--- src/rtl/mpa_pkg.sv ---
// Package: shared constants and sequencer state type for the memory port.
// Assumes a fixed 2:1 ratio between internal bus width and memory width.
package mpa_pkg;
    localparam int BUS_W = 32;
    localparam int MEM_W = 16;

    typedef enum logic [2:0] {
        SQ_IDLE,
        SQ_REFRESH,
        SQ_BEAT_LO,
        SQ_BEAT_HI,
        SQ_FINISH
    } seq_state_t;
endpackage

--- src/rtl/mpa_arbiter.sv ---
// Fixed-priority picker: lowest-indexed active request wins.
// Purely combinational; clk/rst_n feed only the local assertions.
module mpa_arbiter #(
    parameter int NCH   = 3,
    parameter int IDX_W = (NCH > 1) ? $clog2(NCH) : 1
) (
    input  logic             clk,
    input  logic             rst_n,
    input  logic [NCH-1:0]   req,
    output logic [IDX_W-1:0] pick_idx,
    output logic             pick_valid
);
    // Scan from the top so the lowest set index is the last assignment.
    always_comb begin
        pick_idx   = '0;
        pick_valid = 1'b0;
        for (int i = NCH - 1; i >= 0; i--) begin
            if (req[i]) begin
                pick_idx   = IDX_W'(i);
                pick_valid = 1'b1;
            end
        end
    end

    a_r2_pick_is_requester: assert property (@(posedge clk) disable iff (!rst_n)
        pick_valid |-> req[pick_idx]);
    a_r2_valid_tracks_req: assert property (@(posedge clk) disable iff (!rst_n)
        !pick_valid |-> (req == '0));
endmodule

--- src/rtl/mpa_refresh_timer.sv ---
// Refresh timer: free-running counter that sets a sticky pending flag once
// per PERIOD cycles; the flag clears when the sequencer acknowledges it.
// Assumes PERIOD is well above the longest transaction (4 cycles).
module mpa_refresh_timer #(
    parameter int PERIOD = 32,
    localparam int CNT_W = (PERIOD > 1) ? $clog2(PERIOD) : 1
) (
    input  logic clk,
    input  logic rst_n,
    input  logic ack,
    output logic pending
);
    logic [CNT_W-1:0] cnt;
    logic             tick;

    assign tick = (cnt == CNT_W'(PERIOD - 1));

    // Count cycles and wrap at the period boundary.
    always_ff @(posedge clk) begin
        if (!rst_n)    cnt <= '0;
        else if (tick) cnt <= '0;
        else           cnt <= cnt + 1'b1;
    end

    // Hold the request until served; a new tick takes precedence over ack.
    always_ff @(posedge clk) begin
        if (!rst_n)    pending <= 1'b0;
        else if (tick) pending <= 1'b1;
        else if (ack)  pending <= 1'b0;
    end

    a_r6_ack_clears: assert property (@(posedge clk) disable iff (!rst_n)
        (pending && ack && !tick) |=> !pending);
    a_r6_tick_sets: assert property (@(posedge clk) disable iff (!rst_n)
        tick |=> pending);
endmodule

--- src/rtl/mpa_addr_map.sv ---
// Address decoder: maps an internal 32-bit word address plus a half select
// onto the 16-bit memory's address space (word A -> half-words 2A, 2A+1).
module mpa_addr_map #(
    parameter int IADDR_W = 4,
    localparam int MADDR_W = IADDR_W + 1
) (
    input  logic [IADDR_W-1:0] word_addr,
    input  logic               upper_half,
    output logic [MADDR_W-1:0] mem_addr
);
    // Half select becomes the least significant address bit.
    always_comb mem_addr = {word_addr, upper_half};
endmodule

--- src/rtl/mpa_sequencer.sv ---
// Transaction sequencer: latches the picked channel's request in an idle
// cycle, issues the low and high 16-bit beats, assembles read data and
// pulses completion. Refresh is taken only from idle and ahead of grants.
// Assumes memory read data arrives one cycle after the read beat.
module mpa_sequencer
    import mpa_pkg::*;
#(
    parameter int NCH     = 3,
    parameter int IADDR_W = 4,
    parameter int IDX_W   = (NCH > 1) ? $clog2(NCH) : 1
) (
    input  logic                   clk,
    input  logic                   rst_n,
    input  logic [NCH-1:0]         ch_we,
    input  logic [NCH*IADDR_W-1:0] ch_addr,
    input  logic [NCH*BUS_W-1:0]   ch_wdata,
    input  logic [IDX_W-1:0]       pick_idx,
    input  logic                   pick_valid,
    input  logic                   ref_pending,
    input  logic [MEM_W-1:0]       mem_rdata,
    output logic [NCH-1:0]         grant,
    output logic [NCH-1:0]         done,
    output logic [BUS_W-1:0]       rdata,
    output logic                   beat_en,
    output logic                   beat_we,
    output logic                   beat_upper,
    output logic [IADDR_W-1:0]     cur_addr,
    output logic [MEM_W-1:0]       beat_wdata,
    output logic                   ref_ack
);
    seq_state_t         state;
    logic [IDX_W-1:0]   gidx;
    logic               cur_we;
    logic [BUS_W-1:0]   cur_wdata;
    logic [MEM_W-1:0]   lo_q;
    logic               busy;
    logic [NCH-1:0]     gidx_onehot;

    // Advance the sequencer; latch the winner's request when leaving idle.
    always_ff @(posedge clk) begin
        if (!rst_n) begin
            state     <= SQ_IDLE;
            gidx      <= '0;
            cur_we    <= 1'b0;
            cur_addr  <= '0;
            cur_wdata <= '0;
        end else begin
            unique case (state)
                SQ_IDLE: begin
                    if (ref_pending) begin
                        state <= SQ_REFRESH;
                    end else if (pick_valid) begin
                        gidx      <= pick_idx;
                        cur_we    <= ch_we[pick_idx];
                        cur_addr  <= ch_addr[pick_idx*IADDR_W +: IADDR_W];
                        cur_wdata <= ch_wdata[pick_idx*BUS_W +: BUS_W];
                        state     <= SQ_BEAT_LO;
                    end
                end
                SQ_REFRESH: state <= SQ_IDLE;
                SQ_BEAT_LO: state <= SQ_BEAT_HI;
                SQ_BEAT_HI: state <= SQ_FINISH;
                SQ_FINISH:  state <= SQ_IDLE;
                default:    state <= SQ_IDLE;
            endcase
        end
    end

    // Capture the low read half returned for the first beat.
    always_ff @(posedge clk) begin
        if (!rst_n)                   lo_q <= '0;
        else if (state == SQ_BEAT_HI) lo_q <= mem_rdata;
    end

    // Decode beat controls, grant, completion and refresh from the state.
    always_comb begin
        busy        = (state == SQ_BEAT_LO) || (state == SQ_BEAT_HI) || (state == SQ_FINISH);
        gidx_onehot = NCH'(1) << gidx;
        grant       = busy ? gidx_onehot : '0;
        done        = (state == SQ_FINISH) ? gidx_onehot : '0;
        rdata       = (state == SQ_FINISH) ? {mem_rdata, lo_q} : '0;
        beat_en     = (state == SQ_BEAT_LO) || (state == SQ_BEAT_HI);
        beat_we     = beat_en && cur_we;
        beat_upper  = (state == SQ_BEAT_HI);
        beat_wdata  = !beat_en ? '0 :
                      beat_upper ? cur_wdata[BUS_W-1:MEM_W] : cur_wdata[MEM_W-1:0];
        ref_ack     = (state == SQ_REFRESH);
    end

    a_r1_grant_onehot: assert property (@(posedge clk) disable iff (!rst_n)
        $onehot0(grant));
    a_r5_grant_held: assert property (@(posedge clk) disable iff (!rst_n)
        ((|grant) && !(|done)) |=> $stable(grant));
    a_r7_refresh_first: assert property (@(posedge clk) disable iff (!rst_n)
        (state == SQ_IDLE && ref_pending) |=> (ref_ack && grant == '0));
endmodule

--- src/rtl/mem_port_arbiter.sv ---
// Top level: arbitrated, width-converting port from NCH 32-bit channels to
// one 16-bit single-port dynamic memory with periodic refresh insertion.
// Channels hold request and fields stable until their done pulse.
module mem_port_arbiter
    import mpa_pkg::*;
#(
    parameter int NCH            = 3,
    parameter int IADDR_W        = 4,
    parameter int REFRESH_PERIOD = 32,
    localparam int MADDR_W = IADDR_W + 1,
    localparam int IDX_W   = (NCH > 1) ? $clog2(NCH) : 1
) (
    input  logic                   clk,
    input  logic                   rst_n,
    input  logic [NCH-1:0]         ch_req,
    input  logic [NCH-1:0]         ch_we,
    input  logic [NCH*IADDR_W-1:0] ch_addr,
    input  logic [NCH*32-1:0]      ch_wdata,
    output logic [NCH-1:0]         grant,
    output logic [NCH-1:0]         done,
    output logic [31:0]            rdata,
    output logic                   mem_en,
    output logic                   mem_we,
    output logic [MADDR_W-1:0]     mem_addr,
    output logic [15:0]            mem_wdata,
    input  logic [15:0]            mem_rdata,
    output logic                   mem_refresh
);
    logic [IDX_W-1:0]   pick_idx;
    logic               pick_valid;
    logic               ref_pending;
    logic               ref_ack;
    logic               beat_upper;
    logic [IADDR_W-1:0] cur_addr;

    mpa_arbiter #(.NCH(NCH), .IDX_W(IDX_W)) u_arb (
        .clk        (clk),
        .rst_n      (rst_n),
        .req        (ch_req),
        .pick_idx   (pick_idx),
        .pick_valid (pick_valid)
    );

    mpa_refresh_timer #(.PERIOD(REFRESH_PERIOD)) u_ref (
        .clk     (clk),
        .rst_n   (rst_n),
        .ack     (ref_ack),
        .pending (ref_pending)
    );

    mpa_sequencer #(.NCH(NCH), .IADDR_W(IADDR_W), .IDX_W(IDX_W)) u_seq (
        .clk         (clk),
        .rst_n       (rst_n),
        .ch_we       (ch_we),
        .ch_addr     (ch_addr),
        .ch_wdata    (ch_wdata),
        .pick_idx    (pick_idx),
        .pick_valid  (pick_valid),
        .ref_pending (ref_pending),
        .mem_rdata   (mem_rdata),
        .grant       (grant),
        .done        (done),
        .rdata       (rdata),
        .beat_en     (mem_en),
        .beat_we     (mem_we),
        .beat_upper  (beat_upper),
        .cur_addr    (cur_addr),
        .beat_wdata  (mem_wdata),
        .ref_ack     (ref_ack)
    );

    mpa_addr_map #(.IADDR_W(IADDR_W)) u_map (
        .word_addr  (cur_addr),
        .upper_half (beat_upper),
        .mem_addr   (mem_addr)
    );

    assign mem_refresh = ref_ack;

    a_r3_low_then_high: assert property (@(posedge clk) disable iff (!rst_n)
        (mem_en && !mem_addr[0]) |=> (mem_en && mem_addr[0] && $stable(mem_we)
            && mem_addr[MADDR_W-1:1] == $past(mem_addr[MADDR_W-1:1])));
    a_r4_done_to_grantee: assert property (@(posedge clk) disable iff (!rst_n)
        (|done) |-> ($onehot(done) && ((done & ~grant) == '0)));
    a_r4_done_after_high_beat: assert property (@(posedge clk) disable iff (!rst_n)
        (|done) |-> $past(mem_en && mem_addr[0]));
    a_r7_refresh_exclusive: assert property (@(posedge clk) disable iff (!rst_n)
        mem_refresh |-> (!mem_en && grant == '0));
endmodule

--- config.mk ---
export PLATFORM = sky130hd
export DESIGN_NAME = mem_port_arbiter
export DESIGN_NICKNAME = d
export VERILOG_FILES = /design/src/rtl/mpa_pkg.sv /design/src/rtl/mpa_arbiter.sv /design/src/rtl/mpa_refresh_timer.sv /design/src/rtl/mpa_addr_map.sv /design/src/rtl/mpa_sequencer.sv /design/src/rtl/mem_port_arbiter.sv
export SDC_FILE = /design/constraint.sdc
export NUM_CORES = 1
export LEC_CHECK = 0
export ABC_AREA = 1
export BUFFER_PORTS_ARGS = -buffer_cell sky130_fd_sc_hd__buf_4
export CORE_AREA = 5 5 105 107
export DETAILED_ROUTE_END_ITERATION = 6
export DIE_AREA = 0 0 110 112
export HOLD_SLACK_MARGIN = 0.1
export PLACE_DENSITY = 0.7
export SLEW_MARGIN = 40
export SYNTH_ARGS = -nofsm -noshare
export SYNTH_HDL_FRONTEND = slang
export SYNTH_SLANG_ARGS = --single-unit
--- constraint.sdc ---
create_clock -name clk -period 2.6 [get_ports clk]
set_input_delay 0.39 -clock clk [delete_from_list [all_inputs] [get_ports clk]]
set_output_delay 0.39 -clock clk [all_outputs]
set_load 0.02 [all_outputs]
==> flow_metrics.tcl <==
set metrics [dict create \
    p_leak_nw 2.826 \
    syn_to_final_growth_pct 43.42 \
    ctsResizeCount 0 \
    cts_buffers 9 \
    ys_ff_latch 64 \
    worstMarginPinSlew_ns 0.6823 \
    dp_cells 950 \
    avgRoutedWirePerCell_um 13.24 \
    synth_edf_count 0 \
    path_max_fanout 20 \
    hold_class "in -> reg" \
    io_pins 194 \
    ant_nets 0 \
    grt_util_met3_pct 4.812 \
    nets 959 \
    syn_inst 658 \
    fin_worst_skew_ns 0.008928 \
    synth_cell_types 21 \
    instances_no_fill 965 \
    antenna_cells 0 \
    crit_type "reg -> out" \
    power.total_mw 2.917 \
    insertion_delay_ns 0.33 \
    cp.required_ns 2.21 \
    utilization_pct 55.25 \
    synth.avg_cell_area_um2 5.881 \
    critPathMaxStageDelay_ns 0.33 \
    grt_pass1_wl_mm 20.22 \
    numClockSinks 64 \
    setup_viol 0 \
    finalHoldViolCount 0 \
    path_cells "inv_1, nand2_2, nor2_4, inv_2, o22ai_1, buf_4" \
    vias 4561 \
    period_minus_slack_ns 2.267 \
    overflow 0 \
    relSlewSlack_pct 54.35 \
    final_common_cell "buf_4" \
    initial_core_util_pct 38.52 \
    preCtsSetupSlack_ns 0.6829 \
    final_cell_mix "202 x buf_4, 158 x nand2_1, 116 x nor2_1" \
    powerDensity_nw_per_um2 525.6 \
    yosysSeqAreaShare_pct 33.11 \
    avgViaCountPerCell 4.726 \
    fin_setup_tns_ns 0 \
    cts.clk_slew.worst_paths_ns 0.07 \
    use_met1_pct 24.19 \
    cp-start-kind "register" \
    yosys_warnings 0 \
    maxCapViolCount 0 \
    die_width_um 110 \
    async_flop_share_pct 0 \
    clk_path_buf_depth 2 \
    max_freq_ghz 0.4411 \
    grt_usage_pct 20.41 \
    top_usage_layer "met2" \
    die_area_um2 12320 \
    antenna_found_initial 0 \
    hpwlAfterDp_mm 9.511 \
    rsz0062_at_grt "false" \
    finalWorstSetupSlack_ns 0.3327 \
    gp_congestion 0.7374 \
    grt_pass1_vias 4329 \
    cp.arrival_ns 1.88 \
    drt-initial-drc-count 236 \
    first_pass_iters 4 \
    drt-total-wl_mm 12.78 \
    drv_slew 0 \
    timing.final.crit_share_pct 87.20 \
    htreeDepth 3 \
    drive_gt1_share_pct 27.74 \
    portBuffers 193 \
    route.detailed.drc 0 \
    cts_tree "built" \
    grt_use_met2_pct 35.64 \
    hold_buffers 0 \
    synth_nets 792 \
    post_cts_buffers 0 \
    synth_flop_cell "dfxtp_1" \
    status "finished, final reports clean" \
    crit_slowest_cell "nor2_4" \
    num-fill-cells 1019 \
    cp-end-kind "primary output" \
    die_height_um 112 \
    core_um2 10050 \
    rows 37 \
    root_buffer "clkbuf_8" \
    synth_area_um2 3870 \
    grt_max_degree 56 \
    vdd_ir_drop_max_mv 0.2387 \
]
## Yosys cell counts, types with 2 or more instances
master,number,area [um^2]
dfxtp_1,64,1281
nand2_2,3,18.77
buf_4,7,52.55
ha_1,2,25.02
nor3_1,7,35.03
inv_2,4,15.01
nor2_1,118,442.9
o21ai_0,16,80.08
o22ai_1,16,100.1
nand3_1,78,390.4
inv_1,82,307.8
buf_6,2,22.52
nand2_1,158,593.1
clkbuf_1,9,33.78
a21oi_1,59,295.3
buf_2,28,140.1
## worst max-delay path, delay by kind of cell (launching register included)
family	cells	cell delay, ns
and+or+nand+nor	2	0.43
buffers and inverters	3	0.56
DFF	1	0.31
AOI/OAI and AO/OA	1	0.25
## state kept, by name (all words and copies together), names as in the netlist
register         count
u_seq.cur_we         1
u_seq.gidx           2
u_seq.cur_wdata     32
u_seq.lo_q          16
u_seq.state          3
u_seq.cur_addr       4
u_ref.cnt            5
u_ref.pending        1
## path summary, 6_finish.rpt
path	startpoint	end	slack [ns]	cells after the start
worst max-delay path	u_seq.state[2]	mem_wdata[6]	0.33	6
worst max register to register	u_seq.state[2]	u_seq.cur_wdata[12]	0.84	7
worst min-delay path	mem_rdata[15]	u_seq.lo_q[15]	0.31	3
worst min register to register	u_ref.cnt[0]	u_ref.cnt[0]	0.46	1
## kinds of logic after synthesis
group / synth area share, %
adders and majority gates: 0.6465
AOI/OAI and AO/OA: 12.48
DFF: 33.11
buffers and inverters: 14.87
and+or+nand+nor: 38.89
## routing by layer
metal  routed length [um]  vias to the layer above  part of all wire, %
met5                    0                        -                    0
met3                  983                       10                  7.7
met4                  130                        0                  1.0
met2                 6482                      146                   51
met1                 5179                     2021                   41
li1                     -                     2384                    -
## through the flow
stage / area (um^2) / hold WS [ns]
2_1_floorplan: 3870 / 0.4175
3_3_place_gp: 5338 / 0.4283
3_5_place_dp: 5338 / 0.4468
4_1_cts: 5543 / 0.3011
5_1_grt: 5550 / 0.3074
6_report: 5550 / 0.3115
## area by class of cell
cell class / count / area (um^2) / share of cell area, %
clock inverters: 3 / 40.04 / 0.7214
repair buffers: 202 / 1516 / 27.32
flip-flops and latches: 64 / 1281 / 23.08
clock buffers: 12 / 165.2 / 2.976
inverters: 87 / 326.6 / 5.884
well taps: 136 / 170.2 / 3.066
multi-input cells: 461 / 2051 / 36.95
## where the power goes
group          switching, mW  total (mW)  internal [mW]  leakage, nW
clock network          0.365       0.878          0.513        0.108
logic                  0.528       0.907          0.379         2.19
registers             0.0386        1.13           1.09        0.527
(Power assumes the default switching activity.)
